===== src/rtl/i2c_rb_pkg.sv =====
package i2c_rb_pkg;

    typedef enum logic [3:0] {
        ST_IDLE,
        ST_ADDR,
        ST_PTR,
        ST_DHI,
        ST_DLO,
        ST_ACK,
        ST_RD_TX,
        ST_RD_ACK,
        ST_IGNORE
    } rb_state_e;

endpackage


===== src/rtl/i2c_rb_line_sync.sv =====
module i2c_rb_line_sync #(
    parameter int STAGES = 2
) (
    input  logic clk,
    input  logic rst_n,
    input  logic scl_i,
    input  logic sda_i,
    output logic scl_s,
    output logic sda_s,
    output logic scl_rise,
    output logic scl_fall,
    output logic start_det,
    output logic stop_det
);

    logic [STAGES-1:0] scl_ff;
    logic [STAGES-1:0] sda_ff;
    logic              scl_d;
    logic              sda_d;

    // Idle bus is high on both lines, so the chains reset to ones.
    generate
        if (STAGES == 1) begin : g_one
            always_ff @(posedge clk or negedge rst_n) begin
                if (!rst_n) begin
                    scl_ff <= '1;
                    sda_ff <= '1;
                end else begin
                    scl_ff <= scl_i;
                    sda_ff <= sda_i;
                end
            end
        end else begin : g_many
            always_ff @(posedge clk or negedge rst_n) begin
                if (!rst_n) begin
                    scl_ff <= '1;
                    sda_ff <= '1;
                end else begin
                    scl_ff <= {scl_ff[STAGES-2:0], scl_i};
                    sda_ff <= {sda_ff[STAGES-2:0], sda_i};
                end
            end
        end
    endgenerate

    always_ff @(posedge clk or negedge rst_n) begin
        if (!rst_n) begin
            scl_d <= 1'b1;
            sda_d <= 1'b1;
        end else begin
            scl_d <= scl_s;
            sda_d <= sda_s;
        end
    end

    assign scl_s     = scl_ff[STAGES-1];
    assign sda_s     = sda_ff[STAGES-1];
    assign scl_rise  = scl_s & ~scl_d;
    assign scl_fall  = ~scl_s & scl_d;
    // Line conditions qualified by SCL held high across both samples.
    assign start_det = scl_s & scl_d & sda_d & ~sda_s;
    assign stop_det  = scl_s & scl_d & ~sda_d & sda_s;

endmodule


===== src/rtl/i2c_rb_regbank.sv =====
module i2c_rb_regbank #(
    parameter int NUM_REGS = 8,
    parameter int REG_W    = 10,
    localparam int IDX_W   = $clog2(NUM_REGS)
) (
    input  logic                      clk,
    input  logic                      rst_n,
    input  logic                      wr_en,
    input  logic [IDX_W-1:0]          wr_idx,
    input  logic [REG_W-1:0]          wr_data,
    output logic [NUM_REGS*REG_W-1:0] q_flat,
    output logic [NUM_REGS-1:0]       upd
);

    generate
        for (genvar i = 0; i < NUM_REGS; i++) begin : g_reg
            logic [REG_W-1:0] val_q;
            logic             upd_q;
            logic             hit;

            assign hit = wr_en && (wr_idx == IDX_W'(i));

            always_ff @(posedge clk or negedge rst_n) begin
                if (!rst_n) begin
                    val_q <= '0;
                    upd_q <= 1'b0;
                end else begin
                    upd_q <= hit;
                    if (hit) begin
                        val_q <= wr_data;
                    end
                end
            end

            assign q_flat[i*REG_W +: REG_W] = val_q;
            assign upd[i]                   = upd_q;
        end
    endgenerate

endmodule


===== src/rtl/i2c_rb_txmux.sv =====
module i2c_rb_txmux #(
    parameter int NUM_REGS = 8,
    parameter int REG_W    = 10,
    localparam int PTR_W   = $clog2(NUM_REGS) + 1,
    localparam int HI_W    = REG_W - 8
) (
    input  logic [NUM_REGS*REG_W-1:0] q_flat,
    input  logic [PTR_W-1:0]          ptr,
    input  logic                      lo_sel,
    output logic [7:0]                tx_byte
);

    logic [7:0] hb;

    // Pointer values past the last register select nothing and read zero.
    always_comb begin
        tx_byte = '0;
        hb      = '0;
        for (int i = 0; i < NUM_REGS; i++) begin
            if (ptr == PTR_W'(i)) begin
                hb[HI_W-1:0] = q_flat[i*REG_W+8 +: HI_W];
                tx_byte      = lo_sel ? q_flat[i*REG_W +: 8] : hb;
            end
        end
    end

endmodule


===== src/rtl/i2c_rb_slave.sv =====
module i2c_rb_slave
    import i2c_rb_pkg::*;
#(
    parameter logic [6:0] DEV_ADDR = 7'h2C,
    parameter int         NUM_REGS = 8,
    parameter int         REG_W    = 10,
    parameter int         SYNC_N   = 2
) (
    input  logic                      clk,
    input  logic                      rst_n,
    input  logic                      scl_i,
    input  logic                      sda_i,
    output logic                      sda_oe,
    output logic [NUM_REGS*REG_W-1:0] reg_q,
    output logic [NUM_REGS-1:0]       reg_upd
);

    localparam int IDX_W = $clog2(NUM_REGS);
    localparam int PTR_W = IDX_W + 1;
    localparam int HI_W  = REG_W - 8;
    localparam logic [PTR_W-1:0] PTR_END = PTR_W'(NUM_REGS);

    logic scl_s, sda_s, scl_rise, scl_fall, start_det, stop_det;

    i2c_rb_line_sync #(.STAGES(SYNC_N)) u_sync (
        .clk       (clk),
        .rst_n     (rst_n),
        .scl_i     (scl_i),
        .sda_i     (sda_i),
        .scl_s     (scl_s),
        .sda_s     (sda_s),
        .scl_rise  (scl_rise),
        .scl_fall  (scl_fall),
        .start_det (start_det),
        .stop_det  (stop_det)
    );

    rb_state_e        state, state_n;
    rb_state_e        nxt, nxt_n;
    logic [3:0]       cnt, cnt_n;
    logic [6:0]       sh, sh_n;
    logic [PTR_W-1:0] ptr, ptr_n;
    logic [HI_W-1:0]  hi_buf, hi_n;
    logic             rd_lo, rd_lo_n;
    logic             ack_ph, ack_ph_n;
    logic [7:0]       rx_byte;
    logic [7:0]       tx_byte;
    logic             wr_en;
    logic [REG_W-1:0] wr_data;

    assign rx_byte = {sh, sda_s};
    assign wr_data = {hi_buf, rx_byte};

    i2c_rb_regbank #(.NUM_REGS(NUM_REGS), .REG_W(REG_W)) u_bank (
        .clk     (clk),
        .rst_n   (rst_n),
        .wr_en   (wr_en),
        .wr_idx  (ptr[IDX_W-1:0]),
        .wr_data (wr_data),
        .q_flat  (reg_q),
        .upd     (reg_upd)
    );

    i2c_rb_txmux #(.NUM_REGS(NUM_REGS), .REG_W(REG_W)) u_txmux (
        .q_flat  (reg_q),
        .ptr     (ptr),
        .lo_sel  (rd_lo),
        .tx_byte (tx_byte)
    );

    // Next-state and datapath decisions.
    always_comb begin
        state_n  = state;
        nxt_n    = nxt;
        cnt_n    = cnt;
        sh_n     = sh;
        ptr_n    = ptr;
        hi_n     = hi_buf;
        rd_lo_n  = rd_lo;
        ack_ph_n = ack_ph;
        wr_en    = 1'b0;

        if (start_det) begin
            state_n  = ST_ADDR;
            cnt_n    = '0;
            ack_ph_n = 1'b0;
        end else if (stop_det) begin
            state_n  = ST_IDLE;
            cnt_n    = '0;
            ack_ph_n = 1'b0;
        end else begin
            unique case (state)
                ST_IDLE, ST_IGNORE: begin
                end

                ST_ADDR, ST_PTR, ST_DHI, ST_DLO: begin
                    if (scl_rise) begin
                        sh_n  = rx_byte[6:0];
                        cnt_n = cnt + 4'd1;
                        if (cnt == 4'd7) begin
                            cnt_n    = '0;
                            ack_ph_n = 1'b0;
                            if (state == ST_ADDR) begin
                                if (rx_byte[7:1] == DEV_ADDR) begin
                                    state_n = ST_ACK;
                                    if (rx_byte[0]) begin
                                        nxt_n   = ST_RD_TX;
                                        rd_lo_n = 1'b0;
                                    end else begin
                                        nxt_n = ST_PTR;
                                    end
                                end else begin
                                    state_n = ST_IGNORE;
                                end
                            end else if (state == ST_PTR) begin
                                if (rx_byte < 8'(NUM_REGS)) begin
                                    ptr_n   = PTR_W'(rx_byte);
                                    state_n = ST_ACK;
                                    nxt_n   = ST_DHI;
                                end else begin
                                    state_n = ST_IGNORE;
                                end
                            end else if (state == ST_DHI) begin
                                if (ptr != PTR_END) begin
                                    hi_n    = rx_byte[HI_W-1:0];
                                    state_n = ST_ACK;
                                    nxt_n   = ST_DLO;
                                end else begin
                                    state_n = ST_IGNORE;
                                end
                            end else begin
                                wr_en   = 1'b1;
                                ptr_n   = ptr + PTR_W'(1);
                                state_n = ST_ACK;
                                nxt_n   = ST_DHI;
                            end
                        end
                    end
                end

                ST_ACK: begin
                    if (scl_fall) begin
                        if (!ack_ph) begin
                            ack_ph_n = 1'b1;
                        end else begin
                            ack_ph_n = 1'b0;
                            state_n  = nxt;
                            cnt_n    = '0;
                        end
                    end
                end

                ST_RD_TX: begin
                    if (scl_fall) begin
                        if (cnt == 4'd7) begin
                            cnt_n    = '0;
                            ack_ph_n = 1'b0;
                            state_n  = ST_RD_ACK;
                        end else begin
                            cnt_n = cnt + 4'd1;
                        end
                    end
                end

                ST_RD_ACK: begin
                    if (!ack_ph && scl_rise) begin
                        if (rd_lo && ptr != PTR_END) begin
                            ptr_n = ptr + PTR_W'(1);
                        end
                        rd_lo_n = ~rd_lo;
                        if (sda_s) begin
                            state_n = ST_IGNORE;
                        end else begin
                            ack_ph_n = 1'b1;
                        end
                    end else if (ack_ph && scl_fall) begin
                        ack_ph_n = 1'b0;
                        cnt_n    = '0;
                        state_n  = ST_RD_TX;
                    end
                end

                default: begin
                    state_n = ST_IDLE;
                end
            endcase
        end
    end

    // State register.
    always_ff @(posedge clk or negedge rst_n) begin
        if (!rst_n) begin
            state  <= ST_IDLE;
            nxt    <= ST_IDLE;
            cnt    <= '0;
            sh     <= '0;
            ptr    <= '0;
            hi_buf <= '0;
            rd_lo  <= 1'b0;
            ack_ph <= 1'b0;
        end else begin
            state  <= state_n;
            nxt    <= nxt_n;
            cnt    <= cnt_n;
            sh     <= sh_n;
            ptr    <= ptr_n;
            hi_buf <= hi_n;
            rd_lo  <= rd_lo_n;
            ack_ph <= ack_ph_n;
        end
    end

    // Outputs: SDA pull-down during the acknowledge phase or a low read bit.
    always_comb begin
        unique case (state)
            ST_ACK:   sda_oe = ack_ph;
            ST_RD_TX: sda_oe = ~tx_byte[3'd7 - cnt[2:0]];
            default:  sda_oe = 1'b0;
        endcase
    end

endmodule


===== config.mk =====
export PLATFORM = sky130hd
export DESIGN_NAME = i2c_rb_slave
export DESIGN_NICKNAME = d
export VERILOG_FILES = /design/src/rtl/i2c_rb_pkg.sv /design/src/rtl/i2c_rb_line_sync.sv /design/src/rtl/i2c_rb_regbank.sv /design/src/rtl/i2c_rb_txmux.sv /design/src/rtl/i2c_rb_slave.sv
export SDC_FILE = /design/constraint.sdc
export NUM_CORES = 1
export LEC_CHECK = 0
export BUFFER_PORTS_ARGS = -buffer_cell sky130_fd_sc_hd__buf_2
export CORE_MARGIN = 2
export CORE_UTILIZATION = 55
export CTS_CLUSTER_SIZE = 16
export DETAILED_ROUTE_END_ITERATION = 6
export GPL_ROUTABILITY_DRIVEN = 0
export PLACE_DENSITY = 0.87
export SLEW_MARGIN = 20
export SYNTH_ARGS = -nofsm -noshare
export SYNTH_HDL_FRONTEND = slang
export SYNTH_SLANG_ARGS = --single-unit

===== constraint.sdc =====
create_clock -name clk -period 3.65 [get_ports clk]
set_input_delay 0.73 -clock clk [delete_from_list [all_inputs] [get_ports clk]]
set_output_delay 0.73 -clock clk [all_outputs]
set_load 0.01 [all_outputs]

# After elaboration in Yosys (flattened, before gate mapping)
# Index checks and enable logic that the tools add are counted.
# W data, S select, Z words.
word_totals:
  regBits: 121
  in_bits: 4
  output_inout_bits: 89
  word_cells: 216
classes:
  n_addsub: 3
  order_cmp: 2
  n_eq_ne: 50
  muxes: 89
  bitwise: 17
  n_reduce_logical: 27
ops:
  columns: ["cell", "n"]
  rows:
  - ["$mux W4", 40]
  - ["$mux W8", 16]
  - ["$eq A4 B3 Y1 const B", 9]
  - ["$ne A4 B4 Y1 const B", 9]
  - ["$reduce_and A9 Y1", 3]
  - ["$mux W1", 25]
  - ["$pmux W4 S5", 1]
  - ["$eq A4 B2 Y1 const B", 4]
  - ["$pmux W4 S4", 1]
  - ["$ne A2 B2 Y1 const B", 7]
  - ["$eq A3 B3 Y1 const B", 4]
  - ["$logic_and A1 B1 Y1", 11]
  - ["$ne A5 B5 Y1 const B", 2]
  - ["$not A1 Y1", 10]
  - ["$reduce_and A10 Y1", 1]
  - ["$ne A3 B3 Y1 const B", 3]
  - ["$add A4 B1 Y4 const B", 2]
  - ["$eq A4 B1 Y1 const B", 2]
  - ["$logic_not A4 Y1", 2]
  - ["$lt A8 B4 Y1 const B", 1]
  - ["$pmux W4 S2", 1]
  - ["$reduce_and A8 Y1", 1]
  - ["$and A1 B1 Y1", 7]
  - ["$eq A7 B6 Y1 const B", 1]
  - ["other kinds (22)", 25]

# Logic depth before layout (Yosys ltp)
# Gate-level depths: netlist of run 1.
logic_depth:
  ltp_word: 13
  ltp_mapped: 11
  depth_no_buf: 9

# By module
# Synthesis of run 1 repeated with hierarchy kept, for this count alone.
unflattened:
  hier_cells: 486
  hier_area_um2: 6293.5
by_module_without_submodules:
  columns: ["module", "n_inst", "cells_each", "area_each_um2", "seq_area_each_um2"]
  rows:
  - ["i2c_rb_regbank", 1, 196, 3425.8, 2202.1]
  - ["i2c_rb_slave", 1, 184, 1811.7, 650.6]
  - ["i2c_rb_txmux", 1, 96, 865.8, 0.0]
  - ["i2c_rb_line_sync", 1, 10, 190.2, 157.7]

# Least setup slack after synthesis of run 1
# No wires, ideal clock.
synth_timing:
  path_type: "flip-flop to output port"
  from: "reg ptr[1]"
  to: "out sda_oe"
  arrival_time_ns: 2.095
  t_required_ns: 2.920
  setup_slack_ns: 0.825
  path_stages_with_launch: 11
  n_path_buf: 2
  path_cell_list: "dfrtp_1 -> inv_1 -> ha_1 -> clkbuf_1 -> clkbuf_1 -> o211ai_1 -> a221oi_1 -> o211ai_1 -> a31oi_1 -> o22ai_1 -> nand3_1"
synth_between:
  elab_chain_len: 13
  word_cells_on_any_way: 20
  classes_between: "7 x eq/ne; 11 x mux; 1 x bitwise; 1 x reduce/logical"
synth_lines:
  columns: ["element", "line", "source"]
  rows:
  - ["from (decl)", "i2c_rb_slave.sv:42", "logic [PTR_W-1:0] ptr, ptr_n;"]
  - ["from (signal assigned)", "i2c_rb_slave.sv:206", "ptr <= ptr_n;"]
  - ["$logic_not A4 Y1", "i2c_rb_txmux.sv:20", "if (ptr == PTR_W'(i)) begin"]
  - ["$mux W8 (7 in a row)", "i2c_rb_txmux.sv:20", null]
  - ["$mux W8 *", "i2c_rb_txmux.sv:20", null]
  - ["$bmux W1 S3 *", "i2c_rb_slave.sv:217", "ST_RD_TX: sda_oe = ~tx_byte[3'd7 - cnt[2:0]];"]
  - ["$mux W1 (not written as such) *", "i2c_rb_slave.sv:217", null]
  - ["$not A1 Y1 *", "i2c_rb_slave.sv:217", null]
  - ["$pmux W1 S2 *", "i2c_rb_slave.sv:215", "unique case (state)"]
  - ["to (decl)", "i2c_rb_slave.sv:13", "output logic sda_oe,"]
# Every way passes the cells marked *; elsewhere a longest branch is shown, timed or not. The select of a mux whose other input is x is not followed.

# Worst setup path in the final report of run 1
# Ends and elaborated chain as after synthesis.

==> results of run 1 <==
==> logic make-up (layout without fill, tap and decap cells) <==
logic type	Yosys count	after routing	synth area share, %
buffers and inverters	68	160	5.31
AOI/OAI and AO/OA	119	119	13.2
DFF	120	120	47.1
adders and majority gates	8	8	1.55
and+or+nand+nor	155	155	13.8
muxes	107	107	18.8
xor gates and xnor gates	2	2	0.274
==> path summary, 6_finish.rpt <==
check                                           start                              endpoint  cells after the start
setup / recovery                   ptr[1]$_DFFE_PN0P_                                sda_oe                     10
hold / removal                                  rst_n  u_bank.g_reg[0].val_q[4]$_DFFE_PN0P_                      1
setup reg to reg                   cnt[0]$_DFFE_PN0P_  u_bank.g_reg[1].val_q[3]$_DFFE_PN0P_                      6
hold reg to reg            u_sync.scl_ff[0]$_DFF_PN1_            u_sync.scl_ff[1]$_DFF_PN1_                      0
max in group asynchronous                       rst_n                    ptr[0]$_DFFE_PN0P_                      2
min in group clk           u_sync.scl_ff[0]$_DFF_PN1_            u_sync.scl_ff[1]$_DFF_PN1_                      0
==> metrics by stage <==
stage	TNS, ns	hold slack (ns)	setup WS, ns
2_1_floorplan	0	0.345	0.825
3_3_place_gp	0	0.346	0.555
3_5_place_dp	0	0.347	0.525
4_1_cts	0	0.324	0.0131
5_1_grt	-0.0671	0.352	-0.0671
6_report	0	0.304	0.0118
==> layout make-up <==
type                    count  area [µm²]
clock buffers              18         439
inverters                  17        63.8
fillers                   816        3840
well taps                 143         179
multi-input cells         391        3070
clock inverters            14         123
repair buffers            111         638
flip-flops and latches    120        3010
==> per-layer routing <==
metal	share of wire (%)	wire, µm	up-vias
li1	-	-	2249
met1	39	6820	2530
met5	0	0	-
met3	10	1750	86
met2	46	8040	387
met4	4.1	706	0
==> sequential cells by signal, summed over array words and instances (netlist names), 3 cells and up <==
register and flops:
cnt 4, ptr 4, state 4, u_bank.g.val_q 80
u_bank.g.upd_q 8, sh 7, nxt 3
==> power by group through the flow <==
stage | clock, mW | combinational (mW) | sequential, mW
floorplan | 0 | 0.848 | 1.49
global placement | 0 | 0.983 | 1.59
detailed placement | 0 | 1.02 | 1.60
CTS | 1.59 | 1.05 | 1.58
global route | 1.65 | 1.26 | 1.61
finish | 1.58 | 1.18 | 1.60
==> layout by cell type, fill, tap and decap left out, drive strengths merged, types with 3 or more instances in the layout <==
cell type and count:
nor2b 10, mux2 94, clkinv 5, nand3b 4
a221oi 5, mux2i 13, o22ai 3, a31oi 3
nand3 23, o21ai 31, nor2 22, dfstp 6
a211oi 7, and3 6, dfrtp 114, buf 111
clkbuf 18, ha 7, nor4b 3, nor3b 3
a21oi 35, nor3 12, clkinvlp 5, inv 20
o211ai 8, or3b 4, nand4 4, nand2b 6
nand2 48, a2111oi 4
==> repair_timing <==
item	in CTS	in global routing
gates resized for setup	0	13
setup endpoints to repair	0	1
buffers inserted	0	3
==> metrics.csv, run 1 <==
metric;value;unit
status;complete, but fails checks;
failing checks;DRC;
initial antenna violation count;0;
Clock Skew;0.0108;ns
Max Clock Freq;275;MHz
post-synth top area share;44.7;%
met3 GRT Util;6.10;%
Worst setup EP type;output port;
instance count of the mapped netlist;579;
Worst-path clk slew;0.06;ns
drt wl/cell;21.3;µm
internal power;2.82;mW
via count;5252;
# hold bufs at CTS;0;
final worst-path cycle share;99.7;%
pin count of the biggest net entering global routing;75;
first-pass detailed-route iteration total;7;
DP Area;6890;µm²
Relative slew margins;54.6;%
Cell Count Post-Placement;779;
crit path max fanout;25;
clock network fraction of total power;36.3;%
reg-to-reg slack, setup;0.47;ns
Routed Antenna Nets;0;
synth warn;0;
Vias/cell;6.45;
Post-synth top cells;dfrtp_1 (114), mux2_2 (87), nand2_1 (46);
die height;112;µm
Fin. Hold Viols;0;
final WL;17300;µm
Initial Util;56.2;%
synth-to-layout area growth;17.9;%
Mapped Area;6390;µm²
M1 GR Usage;37.3;%
deepest level of the CTS H-tree;4;
I/O Buffers;92;
Max IR drop VDD;0.000339;V
met2 Use GR;42.9;%
Synth Flop Type;dfrtp_1;
DP HPWL;11400;µm
nets;669;
DIE WIDTH;112;µm
Power, Total;4.36;mW
Mapped Avg Cell Area;11.0;µm²
Seq pwr share;36.6;%
Max Transition Viols Final;0;
Max-Cap Viols;0;
GR Util All Layers;27.5;%
busiest grt layer;met2;
Design Area, Final;7530;µm²
family with the most delay on the worst path;compound AO/OA/AOI/OAI gates;
most frequent CP cell;nand3_1;
top-count cell post-synth;dfrtp_1;
final setup vio count;0;
Yosys cell types;74;
worst path bufs/invs;2;
Placeable Area;11400;µm²
number of buffers created by CTS;17;
Seq/Total Area, Yosys;47.1;%
WP data arrival;2.91;ns
Die ar.;12500;µm²
Slowest-stage cell, CP;dfrtp_1;
Async S/R FF share, synth;100;%
Tmin final;3.64;ns
number of synthesized register bits;120;
largest cells by area after synthesis;dfrtp_1 (45%), mux2_2 (15%), a21oi_1 (2.7%), nand2_1 (2.7%), dfstp_2 (2.5%);
clock sink count;120;
number of flops mapped to enable cells by yosys;0;
Worst path max stage delay;0.45;ns
worst path required time;2.92;ns
vias in the first global route;5038;
worst-skew pair later-pin latency;0.42;ns
Gate power share;27.1;%
FP Rows;39;
Max Root-Sink Buffers;2;
final cell count without fillers;814;
leakage dissipation;3.72;nW
NetSw;1.54;mW
Setup CP Type;reg -> out;
Yosys top cell by area;dfrtp_1;
antenna cells;0;
Hold Path Class;in -> async;
share of layout cells above drive strength 1;40.8;%
I/O Pins;93;
crit-path cells;ha_1 -> buf_6 -> nor2b_1 -> nor3_1 -> a221oi_1 -> o211ai_1 -> nand3_1 -> o2111ai_1 -> nand3_1 -> buf_2;
Core Util, Final;66.2;%
Worst-Margin Slew;0.681;ns
CP Launch Type;flip-flop;
Cell Pwr Density;579;nW/µm²
first-pass GRT wire length;27100;µm
1st-iter DRT viols;510;
sw frac;35.3;%
setup repair after global routing missed its margin;true;
CTS Root Cell;clkbuf_16;
remaining routing DRC violations;7;
total congestion overflow;0;
CTS tree;yes;
Synthesized Nets;590;
Note: power is estimated with default switching activity, not from simulation.
==> run 2: changes to the inputs <==
ABC_AREA = 1   (was unset)
CORE_UTILIZATION = 52   (was 55)
clock period = 3 ns   (was 3.65 ns; I/O delays follow)
==> metrics.csv, run 2 <==
metric;value;unit
vias in the first global route;5694;
fin worst setup slack;-0.172;ns
share of layout cells above drive strength 1;25.3;%
top flop regs;u_bank.g.val_q (80), u_bank.g.upd_q (8), sh (7);
via count;5998;
DP HPWL;11700;µm
worst reg2reg startpoint;cnt[0]$_DFFE_PN0P_;
pre-CTS setup slack;0.151;ns
Initial Util;53.5;%
Placeable Area;11500;µm²
Tmin final;3.17;ns
drt wl/cell;17.7;µm
crit-path cells;buf_4 -> ha_2 -> nand2_4 -> buf_2 -> buf_4 -> nand2_1 -> inv_1 -> nand2_1 -> nand2_1 -> nand2_1 -> nand2_1 -> nand2_1 -> nand3_1 -> nand3_1 -> nand2_1 -> nand2_1 -> nand2_1 -> buf_2;
first-pass detailed-route iteration total;7;
Max Root-Sink Buffers;2;
Die ar.;12700;µm²
Max-Cap Viols;0;
Synth Area in XOR/XNOR;0.142;%
Async S/R FF share, synth;100;%
simple-gate share of the synthesized area;26.2;%
most frequent cells in the layout;nand2_1 (237), dfrtp_1 (111), buf_2 (92), o21ai_0 (78), inv_1 (56);
FF-to-FF path depth;9;
Max Clock Freq;315;MHz
I/O Buffers;92;
Setup CP Type;reg -> out;
post-synth top area share;46.3;%
Synth Flop Type;dfrtp_1;
number of flops mapped to enable cells by yosys;0;
Setup TNS Final;-0.172;ns
leakage dissipation;3.83;nW
Fin. Hold Viols;0;
1st-iter DRT viols;746;
family with the most delay on the worst path;simple AND/OR/NAND/NOR gates;
Hold Path Class;in -> async;
pin count of the biggest net entering global routing;59;
worst-skew pair later-pin latency;0.43;ns
Yosys top cell by area;dfrtp_1;
initial antenna violation count;0;
CTS tree;yes;
clock sink count;120;
Worst path max stage delay;0.39;ns
mux contribution to synthesized area;0;%
GR Util All Layers;29.5;%
max reg flops;80;
# hold bufs at CTS;0;
first-pass GRT wire length;29100;µm
Slowest-stage cell, CP;dfrtp_1;
die height;113;µm
Cell Pwr Density;849;nW/µm²
crit path max fanout;6;
instance count of the mapped netlist;775;
worst path required time;2.40;ns
Core Util, Final;65.2;%
most frequent CP cell;nand2_1;
failing checks;DRC, setup timing;
FP Rows;39;
# fillers;908;
number of synthesized register bits;120;
top-count cell post-synth;nand2_1;
Seq/Total Area, Yosys;48.9;%
status;complete, but fails checks;
Max IR drop VDD;0.000371;V
I/O Pins;93;
reg-to-reg slack, setup;0.36;ns
commonest non-fill, non-tap cell in the layout;nand2_1;
Yosys cell types;38;
Worst setup EP type;output port;
final setup vio count;1;
number of buffers created by CTS;17;
Worst-Margin Slew;0.682;ns
Relative slew margins;54.4;%
largest cells by area after synthesis;dfrtp_1 (46%), nand2_1 (15%), o21ai_0 (6.6%), inv_1 (3.7%), o21a_1 (2.9%);
WP data arrival;2.57;ns
synth-to-layout area growth;21.9;%
Most flops, register;u_bank.g.val_q;
CP Launch Type;flip-flop;
Worst-path clk slew;0.05;ns
Mapped Avg Cell Area;7.95;µm²
largest family of logic cells by synthesized area;simple AND/OR/NAND/NOR gates;
total congestion overflow;0;
Synth Area in Compound Gates;15.4;%
Routed Antenna Nets;0;
DIE WIDTH;113;µm
reg-to-reg endpoint;u_bank.g_reg[1].val_q[4]$_DFFE_PN0P_;
remaining routing DRC violations;9;
Mapped Area;6160;µm²
Post-synth top cells;nand2_1 (250), dfrtp_1 (114), o21ai_0 (81);
worst path bufs/invs;5;
CTS Root Cell;clkbuf_16;
setup repair after global routing missed its margin;true;
final WL;18200;µm
nets;882;
deepest level of the CTS H-tree;4;
final worst-path cycle share;106;%
Max Transition Viols Final;0;
synth warn;0;
Clock Skew;0.0162;ns
antenna cells;0;
Vias/cell;5.84;
Synth Area in Adders;1.42;%
Synthesized Nets;786;
## run 2: changes by cell type in the layout (fill, tap and decap cells not counted), moves of 19 or more
cell	delta
inv_1	+41
mux2_2	-87
nand2_1	+191
nor2_1	+19
o21a_1	+23
o21ai_0	+49
## run 2: cell families after synthesis
logic type,after synthesis
AND/OR/NAND/NOR,366
XOR/XNOR,1
adder cells (fa/ha/maj),7
buffers and inverters,115
flip-flops,120
AO/OA/AOI/OAI,166
## run 2: how the worst max path moves through the flow
| stage | slack [ns] | depth (start not counted) | from | end |
|---|---|---|---|---|
| floorplan | 0.61 | 17 | ptr[1]$_DFFE_PN0P_ | sda_oe |
| global placement | 0.17 | 18 | ptr[0]$_DFFE_PN0P_ | sda_oe |
| detailed placement | 0.15 | 11 | ptr[0]$_DFFE_PN0P_ | sda_oe |
| CTS | -0.04 | 18 | ptr[0]$_DFFE_PN0P_ | sda_oe |
| global route | -0.28 | 18 | ptr[1]$_DFFE_PN0P_ | sda_oe |
| finish | -0.17 | 18 | ptr[1]$_DFFE_PN0P_ | sda_oe |
## run 2: area by class of cell
type | count | area, µm² | area share (%)
clock inverters | 9 | 95.1 | 1.27
inverters | 78 | 309 | 4.11
repair buffers | 114 | 638 | 8.50
clock buffers | 23 | 498 | 6.63
well taps | 143 | 179 | 2.38
flip-flops and latches | 120 | 3010 | 40.1
multi-input cells | 540 | 2780 | 37.0
## run 2: stage by stage
step | std cells | hold WS (ns) | instance area (µm²) | power (mW)
floorplan | 775 | 0.304 | 6160 | 3.44
global placement | 985 | 0.346 | 6710 | 3.93
detailed placement | 985 | 0.347 | 6710 | 3.98
CTS | 1022 | 0.199 | 7440 | 6.20
global route | 1027 | 0.236 | 7510 | 6.73
finish | 1027 | 0.189 | 7510 | 6.37
## run 2: worst reg2reg max path: cells and delay by family (launching register included)
kind	cells	cell delay, ns
AND/OR/NAND/NOR	5	1.10
flip-flops	1	0.46
AO/OA/AOI/OAI	1	0.43
buffers and inverters	2	0.31
adder cells (fa/ha/maj)	1	0.23
## run 2: power breakdown
part | switching [mW] | internal, mW | total [mW]
Sequential | 0.202 | 1.77 | 1.97
Clock | 0.695 | 1.32 | 2.01
Combinational | 1.63 | 0.756 | 2.39
Total | 2.53 | 3.85 | 6.37
## run 2: per-layer routing
layer	GRT usage, %	up-vias	wire [µm]
met5	0	-	0
met4	17.9	0	942
met3	7.07	95	1700
met2	45.2	359	8450
met1	38.1	2844	7070
li1	-	2700	-
## run 2: repair_timing
item	CTS	global route
pin swaps	9	13
endpoints found under the hold margin	0	0
endpoints found under the setup margin	1	1
resized for setup	31	16
buffers inserted	5	5
